## src/rtl/mag_cmp_pkg.sv

```systemverilog
package mag_cmp_pkg;

  // Relation summary of the bits examined so far.
  typedef struct packed {
    logic gt;
    logic eq;
    logic lt;
  } cmp_flags_t;

  localparam cmp_flags_t FLAGS_GT = '{gt: 1'b1, eq: 1'b0, lt: 1'b0};
  localparam cmp_flags_t FLAGS_EQ = '{gt: 1'b0, eq: 1'b1, lt: 1'b0};
  localparam cmp_flags_t FLAGS_LT = '{gt: 1'b0, eq: 1'b0, lt: 1'b1};

  // One stage of the ripple: a differing bit pair overrides the lower summary.
  function automatic cmp_flags_t cmp_step(input cmp_flags_t lower,
                                          input logic a_bit,
                                          input logic b_bit);
    cmp_flags_t res;
    res.gt = (a_bit & ~b_bit) | (~(a_bit ^ b_bit) & lower.gt);
    res.lt = (~a_bit & b_bit) | (~(a_bit ^ b_bit) & lower.lt);
    res.eq = ~(a_bit ^ b_bit) & lower.eq;
    return res;
  endfunction

endpackage

```

## src/rtl/cmp_bit_cell.sv

```systemverilog
module cmp_bit_cell
  import mag_cmp_pkg::*;
(
  input  logic       a_bit,
  input  logic       b_bit,
  input  cmp_flags_t low_i,
  output cmp_flags_t up_o
);

  // Named events for the checks below
  logic a_wins;
  logic b_wins;
  logic tie;

  assign a_wins = a_bit & ~b_bit;
  assign b_wins = ~a_bit & b_bit;
  assign tie    = (a_bit == b_bit);

  assign up_o = cmp_step(low_i, a_bit, b_bit);

  always_comb begin
    if (a_wins) begin
      AST_CELL_A_WINS: assert (up_o == FLAGS_GT) else $error("cell: A bit wins but flags %b", up_o);
    end
    if (b_wins) begin
      AST_CELL_B_WINS: assert (up_o == FLAGS_LT) else $error("cell: B bit wins but flags %b", up_o);
    end
    if (tie) begin
      AST_CELL_PASS: assert (up_o == low_i) else $error("cell: tie altered flags %b -> %b", low_i, up_o);
    end
  end

endmodule

```

## src/rtl/cmp_ripple_chain.sv

```systemverilog
module cmp_ripple_chain
  import mag_cmp_pkg::*;
#(
  parameter int WIDTH = 8
) (
  input  logic [WIDTH-1:0] a_i,
  input  logic [WIDTH-1:0] b_i,
  input  cmp_flags_t       seed_i,
  output cmp_flags_t       result_o
);

  localparam int STAGES = WIDTH + 1;

  // stage_flags[k] summarises bits k-1..0; stage_flags[0] is the seed
  cmp_flags_t stage_flags [STAGES];

  assign stage_flags[0] = seed_i;

  for (genvar k = 0; k < WIDTH; k++) begin : g_bit
    cmp_bit_cell u_cell (
      .a_bit (a_i[k]),
      .b_bit (b_i[k]),
      .low_i (stage_flags[k]),
      .up_o  (stage_flags[k+1])
    );
  end

  assign result_o = stage_flags[WIDTH];

endmodule

```

## src/rtl/mag_cmp_chain.sv

```systemverilog
module mag_cmp_chain
  import mag_cmp_pkg::*;
#(
  parameter int WIDTH = 8
) (
  input  logic [WIDTH-1:0] a_i,
  input  logic [WIDTH-1:0] b_i,
  input  logic             cas_gt_i,
  input  logic             cas_eq_i,
  input  logic             cas_lt_i,
  output logic             gt_o,
  output logic             eq_o,
  output logic             lt_o
);

  cmp_flags_t seed;
  cmp_flags_t result;
  logic       seed_valid;
  logic       words_match;

  assign seed        = '{gt: cas_gt_i, eq: cas_eq_i, lt: cas_lt_i};
  assign seed_valid  = ($countones({cas_gt_i, cas_eq_i, cas_lt_i}) == 1);
  assign words_match = (a_i == b_i);

  cmp_ripple_chain #(
    .WIDTH (WIDTH)
  ) u_chain (
    .a_i      (a_i),
    .b_i      (b_i),
    .seed_i   (seed),
    .result_o (result)
  );

  assign gt_o = result.gt;
  assign eq_o = result.eq;
  assign lt_o = result.lt;

  always_comb begin
    if (seed_valid) begin
      AST_ONE_HOT_RESULT: assert ($countones({gt_o, eq_o, lt_o}) == 1) else $error("result not one-hot: %b%b%b", gt_o, eq_o, lt_o);
    end
    if (eq_o) begin
      AST_EQ_NEEDS_MATCH: assert (words_match) else $error("equal flag with differing words");
    end
    if (words_match) begin
      AST_MATCH_FORWARDS: assert (result == seed) else $error("matching words altered cascade flags");
    end
  end

endmodule

```

## config.mk

```make
export PLATFORM = sky130hd
export DESIGN_NAME = mag_cmp_chain
export DESIGN_NICKNAME = d
export VERILOG_FILES = /design/src/rtl/mag_cmp_pkg.sv /design/src/rtl/cmp_bit_cell.sv /design/src/rtl/cmp_ripple_chain.sv /design/src/rtl/mag_cmp_chain.sv
export SDC_FILE = /design/constraint.sdc
export NUM_CORES = 1
export LEC_CHECK = 0
export BUFFER_PORTS_ARGS = -buffer_cell sky130_fd_sc_hd__buf_4
export CELL_PAD_IN_SITES_DETAIL_PLACEMENT = 0
export CELL_PAD_IN_SITES_GLOBAL_PLACEMENT = 1
export CORE_AREA = 4 4 41 43
export DETAILED_ROUTE_END_ITERATION = 8
export DIE_AREA = 0 0 45 47
export GPL_TIMING_DRIVEN = 0
export PLACE_DENSITY = 0.84
export SLEW_MARGIN = 20
export SYNTH_ARGS = -nofsm -noshare
export SYNTH_HDL_FRONTEND = slang
export SYNTH_SLANG_ARGS = --single-unit
```

## constraint.sdc

```tcl
create_clock -name vclk -period 3.65
set_clock_uncertainty 0.15 [all_clocks]
set_input_delay 0.365 -clock vclk [all_inputs]
set_output_delay 0.365 -clock vclk [all_outputs]
set_load 0.005 [all_outputs]
```

Word level (Yosys, flattened, before mapping)
Index checks and enable logic that the tools add are counted.

word-level totals
  input port bits = 19
  flip-flop bits (word level) = 0
  logic and storage cells = 88

cells by class
  bitwise gates (word level) = 88

operators by type and width
  kind               count
  1-bit bitwise AND  40
  1-bit inverter     24
  1-bit OR           16
  1-bit XOR          8

Logic depth before layout (Yosys ltp)
Gate-level depths: netlist (run 1).

  depth after elaboration = 18
  mapped depth = 5
  gate-level depth less buffers = 5

By module
A second synthesis (run 1) with hierarchy kept.

second synthesis, totals
  cell total of the unflattened synthesis = 56
  area, all modules = 440.4 um^2

by module, submodules not included
  module        times used  area each (um^2)  cells an instance  sequential area each (um^2)
  cmp_bit_cell  8           55.1              7                  0.0

Least setup slack after synthesis (run 1)
No wires, ideal clock.

  kind = input -> output
  start point = input a_i[5]
  end point = output gt_o
  buffers on the path = 0
  stages on the path = 5
  setup slack = 1752 ps
  arrival = 1383 ps
  path through = inv_1 ha_1 a2111oi_2 o21ai_1 o22a_1

between the ends
  longest elaborated chain between the ends = 8

ends and longest elaborated chain
  item                   RTL line             RTL
  from (decl)            mag_cmp_chain.sv:6   input logic [WIDTH-1:0] a_i,
  1-bit XOR              mag_cmp_pkg.sv:19    res.gt = (a_bit & ~b_bit) | (~(a_bit ^ b_bit) & lower.gt);
  1-bit inverter         mag_cmp_pkg.sv:19
  1-bit bitwise AND      mag_cmp_pkg.sv:19
  1-bit OR (*)           mag_cmp_pkg.sv:19
  1-bit bitwise AND (*)  mag_cmp_pkg.sv:19
  1-bit OR (*)           mag_cmp_pkg.sv:19
  1-bit bitwise AND (*)  mag_cmp_pkg.sv:19
  1-bit OR (*)           mag_cmp_pkg.sv:19
  to (decl)              mag_cmp_chain.sv:11  output logic gt_o,

Every way passes the cells marked *; elsewhere a longest branch is shown, timed or not.

Worst setup path after layout (run 1)
Same ends and word-level chain as after synthesis.

==> out/qor.yml, run 1 <==
place:
  gp_congestion: 0.736
  port_buffers: 22
  dpl.hpwl_um: 781
  dpl_worst_slack_ns: 1.45
  dp.cells: 90
  post_dp_cell_area_um2: 584
sta:
  slew_violations: 0
  fin_setup_tns_ns: 0
  hold_viol_final: 0
  worst_pin_slew_ns: 0.287
  finalSetupViolations: 0
  grt_setup_unrepaired: "false"
  period_share_pct: 60.2
  min_period_ns: 2.20
  fmax_mhz: 455
  timing.hold.ws_ns: 0.932
  fin_ws_ns: 1.45
  max_slew_margin_pct: 80.8
global_routing:
  grt_max_degree: 6
  grt_pass1_vias: 398
  gr-total-overflow: 0
  grt_usage_pct: 8.97
  antenna_found_initial: 0
  grt_pass1_wl_um: 1530
power:
  ir_drop_mv: 0.0514
  total_power_mw: 0.0617
  p_leak_nw: 0.355
  p_per_area_nw_per_um2: 106
final_layout:
  seq_area_um2: 0
  final_area_um2: 584
  nClkBuffers: 0
  syn_to_final_growth_pct: 45.9
  final_layout_size_suffix_gt1_share_pct: 32.0
  finalNonFillerCells: 90
  seq_cells: 0
  insertedDiodeCount: 0
  fin_nets: 112
  fin_util_pct: 44.9
worst_hold_path:
  holdCritPathClass: "input port to output pin"
  hold-path-endpoint: "eq_o"
  min_path_cells: 4
  worstHoldStart: "cas_eq_i"
route:
  ant_nets: 0
  route.vias.total: 401
  firstDrtPassIters: 2
  wl_per_cell_um: 9.17
  drt-total-wl_um: 825
  drc_errors: 0
  drt_iter0_drc: 3
  via_per_inst: 4.46
floorplan:
  die_y_um: 47
  dieArea_um2: 2120
  pin_count: 22
  die_w_um: 45
  fp-row-count: 13
  coreArea_um2: 1300
  initial_core_util_pct: 30.8
clocking:
  ctsResizeCount: 0
  postCtsSetupBuffers: 0
  cts_hold_buf: 0
critical_path:
  crit_required_ns: 3.13
  end_kind: "output pin"
  cp_max_fo: 4
  arrival_ns: 1.68
  path_class: "input port to output pin"
  crit_path_start_kind: "input port"
yosys:
  yosys.cell_types.count: 12
  syn_nets: 88
  ys_warn_count: 0
  avgSynthCellArea_um2: 7.55
  netlist_instances: 53
  synth_area_um2: 400
  seq_area_frac_synth_pct: 0
run_status:
  status: "finished clean"
flow_run:
  max_cap_violations: 0
==> layout by cell type (no fill, tap or decap), drive strengths merged <==
| cell | synthesis | routed |
|---|---|---|
| buf | 0 | 22 |
| inv | 17 | 17 |
| ha | 16 | 16 |
| a21oi | 4 | 4 |
| nand4 | 2 | 2 |
| a2111oi | 2 | 2 |
| o21ai | 2 | 2 |
| nand3 | 2 | 2 |
| o22ai | 2 | 2 |
| o21a | 2 | 2 |
| o22a | 2 | 2 |
| nand2 | 1 | 1 |
| nor3 | 1 | 1 |
==> report_power, final <==
group | internal [mW] | switching [mW] | leakage, nW
clock network | 0 | 0 | 0
registers | 0 | 0 | 0
logic | 0.0352 | 0.0266 | 0.355
==> critical path, stage by stage <==
cell and delay [ns]:
buf_4 0.08, inv_1 0.03, ha_1 0.34, a2111oi_2 0.39, o21ai_1 0.11, o22a_1 0.22
buf_4 0.13
==> cell usage after synthesis <==
cell type | n | area (um^2)
inv_1 | 17 | 63.8
ha_1 | 16 | 200
a21oi_1 | 4 | 20.0
a2111oi_2 | 2 | 30.0
nand3_1 | 2 | 10.0
nand4_1 | 2 | 12.5
o21a_1 | 2 | 15.0
o21ai_1 | 2 | 10.0
o22a_1 | 2 | 17.5
o22ai_1 | 2 | 12.5
nand2_1 | 1 | 3.75
nor3_1 | 1 | 5.00
==> per-layer routing <==
layer,GRT usage [%],share of wire [%],vias up
met1,13.3,44,166
li1,-,-,223
met2,15.5,47,12
met5,0,0,-
met4,0,0,0
met3,0,7.9,0
==> cells by family (layout without fill, tap and decap cells) <==
group                    Yosys count  after routing  share of synthesized area (%)
buffers and inverters             17             39                           15.9
adder cells (fa/ha/maj)           16             16                           50.0
AO/OA/AOI/OAI                     14             14                           26.2
AND/OR/NAND/NOR                    6              6                           7.81
==> area by class of cell <==
class                      count  area [um^2]
tap                           15         18.8
inverter                      17         63.8
timing repair buffer          22          165
fill                         145          717
multi-input combinational     36          337
==> worst max-delay path by stage <==
stage                 from   end  slack [ns]  cells past startpoint
finish              a_i[5]  gt_o        1.45                      7
global route        a_i[5]  lt_o        1.34                      7
CTS                 a_i[5]  gt_o        1.45                      7
detailed placement  a_i[5]  gt_o        1.45                      7
global placement    a_i[5]  gt_o        1.46                      7
floorplan           a_i[5]  gt_o        1.75                      5
Power figures use the tool's default switching activity.
==> inputs of run 2 (changes only) <==
--- a/config.mk
+++ b/config.mk
@@ -5,14 +5,15 @@
 export SDC_FILE = /design/constraint.sdc
 export NUM_CORES = 1
 export LEC_CHECK = 0
+export ABC_AREA = 1
 export BUFFER_PORTS_ARGS = -buffer_cell sky130_fd_sc_hd__buf_4
 export CELL_PAD_IN_SITES_DETAIL_PLACEMENT = 0
 export CELL_PAD_IN_SITES_GLOBAL_PLACEMENT = 1
-export CORE_AREA = 4 4 41 43
+export CORE_MARGIN = 4
+export CORE_UTILIZATION = 28
 export DETAILED_ROUTE_END_ITERATION = 8
-export DIE_AREA = 0 0 45 47
 export GPL_TIMING_DRIVEN = 0
-export PLACE_DENSITY = 0.84
+export PLACE_DENSITY = 0.85
 export SLEW_MARGIN = 20
 export SYNTH_ARGS = -nofsm -noshare
 export SYNTH_HDL_FRONTEND = slang
==> constraint.sdc (replaced) <==
create_clock -name vclk -period 2
set_clock_uncertainty 0.15 [all_clocks]
set_input_delay 0.2 -clock vclk [all_inputs]
set_output_delay 0.2 -clock vclk [all_outputs]
set_load 0.005 [all_outputs]
==> run 2 against run 1 <==
  * Utilization decreased by 0.51 points
  * Global-route usage decreased by 0.39 points
  * Worst setup slack got worse by 1.1 ns
  * Total power increased by 73%
  * Clock-buffer cell count unchanged
  * Non-clock buffer count unchanged
  * Critical endpoint unchanged
==> out/qor.yml, run 2 <==
route:
  wl_per_cell_um: 7.97  # -13%
  drt_iter0_drc: 1  # -2
  route.vias.total: 421  # +5.0%
  ant_nets: 0  # unchanged
  drc_errors: 0  # unchanged
  via_per_inst: 4.01  # -10%
  drt-total-wl_um: 837  # +1.5%
  firstDrtPassIters: 2  # unchanged
worst_hold_path:
  min_path_cells: 4  # unchanged
  worstHoldStart: "cas_eq_i"
  hold-path-endpoint: "eq_o"
  holdCritPathClass: "input port to output pin"
yosys:
  syn_nets: 103  # +17%
  synth_top_family_by_area: "adder cells"
  yosys.area_share.adder_pct: 48.2  # -1.8 points
  synth_area_leader_cell: "ha_1"
  yosys-top-cells-count: "inv_1, nand2_1, ha_1, a21oi_1, nand3_1"
  synth-compound-area-share_pct: 7.23  # -19 points
  seq_area_frac_synth_pct: 0  # unchanged
  synth_most_common_cell: "inv_1"
  netlist_instances: 68  # +28%
  synth-xor-area-share_pct: 0  # unchanged
  yosys.cell_types.count: 9  # -3
  ys_warn_count: 0  # unchanged
  synth_area_leaders: "ha_1, inv_1, nand2_1"
  synth_area_um2: 415  # +3.7%
  synth_simple_gate_area_share_pct: 25.6  # +18 points
  yosys.area.top_type_share_pct: 48.2  # -1.8 points
  synth.area.mux_share_pct: 0  # unchanged
  avgSynthCellArea_um2: 6.11  # -19%
sta:
  slew_violations: 0  # unchanged
  finalSetupViolations: 0  # unchanged
  fin_ws_ns: 0.384  # -1.07 ns
  period_share_pct: 80.8
  timing.hold.ws_ns: 0.603  # -0.329 ns
  fmax_mhz: 619
  grt_setup_unrepaired: "false"
  hold_viol_final: 0  # unchanged
  worst_pin_slew_ns: 0.157  # -0.129 ns
  min_period_ns: 1.62
  max_slew_margin_pct: 89.4  # +8.6 points
  fin_setup_tns_ns: 0  # unchanged
power:
  p_sw_mw: 0.0498  # +87%
  p_int_mw: 0.0571  # +63%
  total_power_mw: 0.107  # +73%
  ir_drop_mv: 0.0702  # +37%
  p_seq_share_pct: 0  # unchanged
  swShare_pct: 46.6  # +3.5 points
  combPwrFrac_pct: 100.0  # about the same
  p_leak_nw: 0.408  # +15%
  p_clk_share_pct: 0  # unchanged
  p_per_area_nw_per_um2: 178  # +69%
final_layout:
  finalNonFillerCells: 105  # +17%
  final_area_um2: 599  # +2.6%
  final_cell_mix: "buf_4, inv_1, nand2_1, ha_1, a21oi_1"
  syn_to_final_growth_pct: 44.3
  insertedDiodeCount: 0  # unchanged
  fin_util_pct: 44.4  # -0.51 points
  fill_cells: 152  # +4.8%
  nClkBuffers: 0  # unchanged
  seq_cells: 0  # unchanged
  seq_area_um2: 0  # unchanged
  layout_commonest_cell: "buf_4"
  fin_nets: 127  # +13%
  final_layout_size_suffix_gt1_share_pct: 30.0  # -2.0 points
place:
  dpl_worst_slack_ns: 0.383  # -1.07 ns
  port_buffers: 22  # unchanged
  dpl.hpwl_um: 802  # +2.7%
  post_dp_cell_area_um2: 599  # +2.6%
  gp_congestion: 0.711  # -3.3%
  dp.cells: 105  # +17%
floorplan:
  coreArea_um2: 1350  # +3.7%
  dieArea_um2: 2160  # +2.3%
  fp-row-count: 13  # unchanged
  initial_core_util_pct: 30.8  # about the same
  die_w_um: 46.5  # +3.4%
  pin_count: 22  # unchanged
  die_y_um: 46.5  # -1.0%
critical_path:
  end_kind: "output pin"
  cp_max_fo: 3  # -1
  crit_required_ns: 1.65  # -1.48 ns
  crit_path_start_kind: "input port"
  path_class: "input port to output pin"
  arrival_ns: 1.27  # -0.41 ns
global_routing:
  met2_usage_pct: 15.4  # -0.15 points
  grt_max_degree: 4  # -2
  antenna_found_initial: 0  # unchanged
  grt_pass1_vias: 408  # +2.5%
  grt_usage_pct: 8.58  # -0.39 points
  grt_most_used_layer: "met2"
  met1_usage_pct: 11.4  # -1.9 points
  grt_pass1_wl_um: 1470  # -4.0%
  gr-total-overflow: 0  # unchanged
  grtUsageMet3_pct: 1.17  # +1.2 points
run_status:
  status: "finished clean"
clocking:
  cts_hold_buf: 0  # unchanged
  ctsResizeCount: 0  # unchanged
  postCtsSetupBuffers: 0  # unchanged
flow_run:
  max_cap_violations: 0  # unchanged
## run 2: area by class of cell
type                       instances  area, um^2  share of cell area [%]
tap                               15        18.8                    3.13
multi-input combinational         47         337                    56.2
timing repair buffer              22         165                    27.6
inverter                          21        78.8                    13.2
## run 2: worst max-delay path by stage
stage           start  endpoint  slack, ns  cells after the start
2_1_floorplan  a_i[1]      gt_o       0.66                     10
3_3_place_gp   a_i[3]      gt_o       0.38                     12
3_5_place_dp   a_i[3]      gt_o       0.38                     12
4_1_cts        a_i[3]      gt_o       0.37                     12
5_1_grt        a_i[3]      lt_o       0.20                     12
6_report       a_i[3]      gt_o       0.38                     12
## run 2: logic make-up (layout without fill, tap and decap cells)
family / Yosys count / in the layout
compound gates: 6 / 6
fa+ha+maj: 16 / 16
simple gates: 25 / 25
buf+inv: 21 / 43
## run 2: layer usage
metal	up-vias	wire length, um
li1	245	-
met1	160	378
met2	16	355
met3	0	103
met4	0	0
met5	-	0
## run 2: power by group through the flow
stage	clock network, mW	logic, mW	registers, mW
6_report	0	0.107	0
4_1_cts	0	0.110	0
3_3_place_gp	0	0.107	0
2_1_floorplan	0	0.0582	0
5_1_grt	0	0.128	0
3_5_place_dp	0	0.109	0
## run 2: critical path: stages
cell	delay (ns)
buf_4	0.08
inv_1	0.03
ha_1	0.32
nand2_2	0.11
inv_1	0.06
nand2_1	0.06
nand3_1	0.07
nand2_1	0.06
nand2_1	0.04
nand2_1	0.05
nand2_1	0.05
buf_4	0.13
==> inputs of run 3 (changes only) <==
--- a/config.mk
+++ b/config.mk
@@ -5,12 +5,12 @@
 export SDC_FILE = /design/constraint.sdc
 export NUM_CORES = 1
 export LEC_CHECK = 0
-export ABC_AREA = 1
+export ABC_AREA = 0
 export BUFFER_PORTS_ARGS = -buffer_cell sky130_fd_sc_hd__buf_4
 export CELL_PAD_IN_SITES_DETAIL_PLACEMENT = 0
 export CELL_PAD_IN_SITES_GLOBAL_PLACEMENT = 1
 export CORE_MARGIN = 4
-export CORE_UTILIZATION = 28
+export CORE_UTILIZATION = 29
 export DETAILED_ROUTE_END_ITERATION = 8
 export GPL_TIMING_DRIVEN = 0
 export PLACE_DENSITY = 0.85
==> constraint.sdc (replaced) <==
create_clock -name vclk -period 1.4
set_clock_uncertainty 0.15 [all_clocks]
set_input_delay 0.14 -clock vclk [all_inputs]
set_output_delay 0.14 -clock vclk [all_outputs]
set_load 0.005 [all_outputs]
==> run 3 against run 2 <==
  * The run now ends with setup timing left
  * Die area shrank 5.8%
  * Sequential share of layout area is the same
  * Clock-buffer cell count did not move
  * Combinational power increased by 87%
  * Design area up 14%
  * Total power is 87% higher
  * Utilization increased by 7.9 points
  * Sequential cell count did not move
  * Worst hold slack got worse by 0.12 ns
==> out/qor.yml, run 3 (synthesis results as in run 1) <==
worst_hold_path:
  min_path_cells: 4  # unchanged
  worstHoldStart: "cas_eq_i"
  hold-path-endpoint: "eq_o"
  holdCritPathClass: "input port to output pin"
sta:
  max_slew_margin_pct: 84.0  # -5.4 points
  worst_pin_slew_ns: 0.240  # +0.0823 ns
  period_share_pct: 109
  slew_violations: 0  # unchanged
  hold_viol_final: 0  # unchanged
  fin_ws_ns: -0.123  # -0.507 ns
  timing.hold.ws_ns: 0.487  # -0.117 ns
  fmax_mhz: 657
  min_period_ns: 1.52
  finalSetupViolations: 3  # +3
  grt_setup_unrepaired: "true"
final_layout:
  final_layout_size_suffix_gt1_share_pct: 47.4  # +17 points
  nClkBuffers: 0  # unchanged
  final_cell_mix: "buf_4, inv_1, ha_1, a21oi_1"
  seq_cells: 0  # unchanged
  layout_commonest_cell: "buf_4"
  fin_util_pct: 52.3  # +7.9 points
  seq_area_um2: 0  # unchanged
  fill_cells: 138  # -9.2%
  final_area_um2: 681  # +14%
  syn_to_final_growth_pct: 70.0
  fin_nets: 113  # -11%
  multi_input_area_um2: 412  # +22%
  insertedDiodeCount: 0  # unchanged
place:
  post_dp_cell_area_um2: 597  # -0.42%
  dpl_worst_slack_ns: -0.283  # -0.666 ns
  dpl.hpwl_um: 778  # -3.0%
  port_buffers: 22  # unchanged
  gp_congestion: 0.705  # -0.91%
floorplan:
  die_w_um: 45.2  # -2.9%
  dieArea_um2: 2040  # -5.8%
  fp-row-count: 13  # unchanged
  initial_core_util_pct: 30.8  # about the same
  coreArea_um2: 1300  # -3.6%
  pin_count: 22  # unchanged
  die_y_um: 45.2  # -2.9%
route:
  drc_errors: 0  # unchanged
  via_per_inst: 4.57  # +14%
  ant_nets: 0  # unchanged
  met1Wirelength_um: 392  # +3.7%
  wl_per_cell_um: 9.77  # +23%
  wl_met2_um: 433  # +22%
  firstDrtPassIters: 2  # unchanged
  drt-total-wl_um: 889  # +6.2%
  drt_iter0_drc: 3  # +2
  route.vias.total: 416  # -1.2%
  wl_met3_um: 63  # -39%
  top_layer_used: "met3"
power:
  ir_drop_mv: 0.156  # +120%
  p_leak_nw: 0.358  # -12%
  total_power_mw: 0.200  # +87%
  p_per_area_nw_per_um2: 293  # +64%
critical_path:
  end_kind: "output pin"
  crit_path_start_kind: "input port"
  crit_required_ns: 1.11  # -0.54 ns
  path_class: "input port to output pin"
  cp_max_fo: 5  # +2
  arrival_ns: 1.23  # -0.04 ns
clocking:
  cts_hold_buf: 0  # unchanged
global_routing:
  grt_pass1_wl_um: 1550  # +5.7%
  grt_usage_pct: 9.55  # +0.97 points
  antenna_found_initial: 0  # unchanged
  grt_pass1_vias: 420  # +2.9%
  gr-total-overflow: 0  # unchanged
  grt_max_degree: 6  # +2
run_status:
  violations: "setup timing"
  status: "finished, violations left"
flow_run:
  max_cap_violations: 0  # unchanged
[run 3: worst max path at each step]
stage                       to  cells past startpoint  slack (ns)    from
after CTS                 gt_o                      6       -0.12  b_i[5]
final                     lt_o                      7       -0.12  a_i[5]
after global placement    gt_o                      7       -0.28  a_i[5]
after global routing      lt_o                      7       -0.21  a_i[5]
after floorplan           gt_o                      5        0.03  a_i[5]
after detailed placement  gt_o                      7       -0.28  a_i[5]
[run 3: cell type report]
cell class,instances,area share [%]
repair buffers,23,27.0
well taps,15,2.76
multi-input cells,36,60.5
inverters,17,9.74
[run 3: metal layers]
metal | global-route usage, % | vias up
met5 | 0 | -
met4 | 0 | 0
met3 | 0 | 0
met2 | 18.6 | 13
met1 | 12.2 | 177
li1 | - | 226
[run 3: worst max-delay path, stage by stage]
cell and delay, ns:
buf_8 0.08, inv_4 0.03, ha_4 0.29, nand4_1 0.19
o22ai_1 0.22, o22a_1 0.18, buf_4 0.11
[run 3: report_power, final]
| part | internal (mW) | leakage (nW) | switching [mW] |
|---|---|---|---|
| clock | 0 | 0 | 0 |
| combinational | 0.115 | 0.358 | 0.0841 |
| sequential | 0 | 0 | 0 |
[run 3: through the flow]
| step | instances | TNS, ns |
|---|---|---|
| 3_3_place_gp | 90 | -0.582 |
| 6_report | 91 | -0.341 |
| 2_1_floorplan | 53 | 0 |
| 4_1_cts | 91 | -0.312 |
| 5_1_grt | 91 | -0.549 |
| 3_5_place_dp | 90 | -0.560 |
[run 3: timing repair]
item                       4_1_cts  5_1_grt
pin swaps                        7        2
hold endpoints to repair         0        0
setup endpoints to repair        3        3
resized for setup               13        4
buffers inserted                 1        0
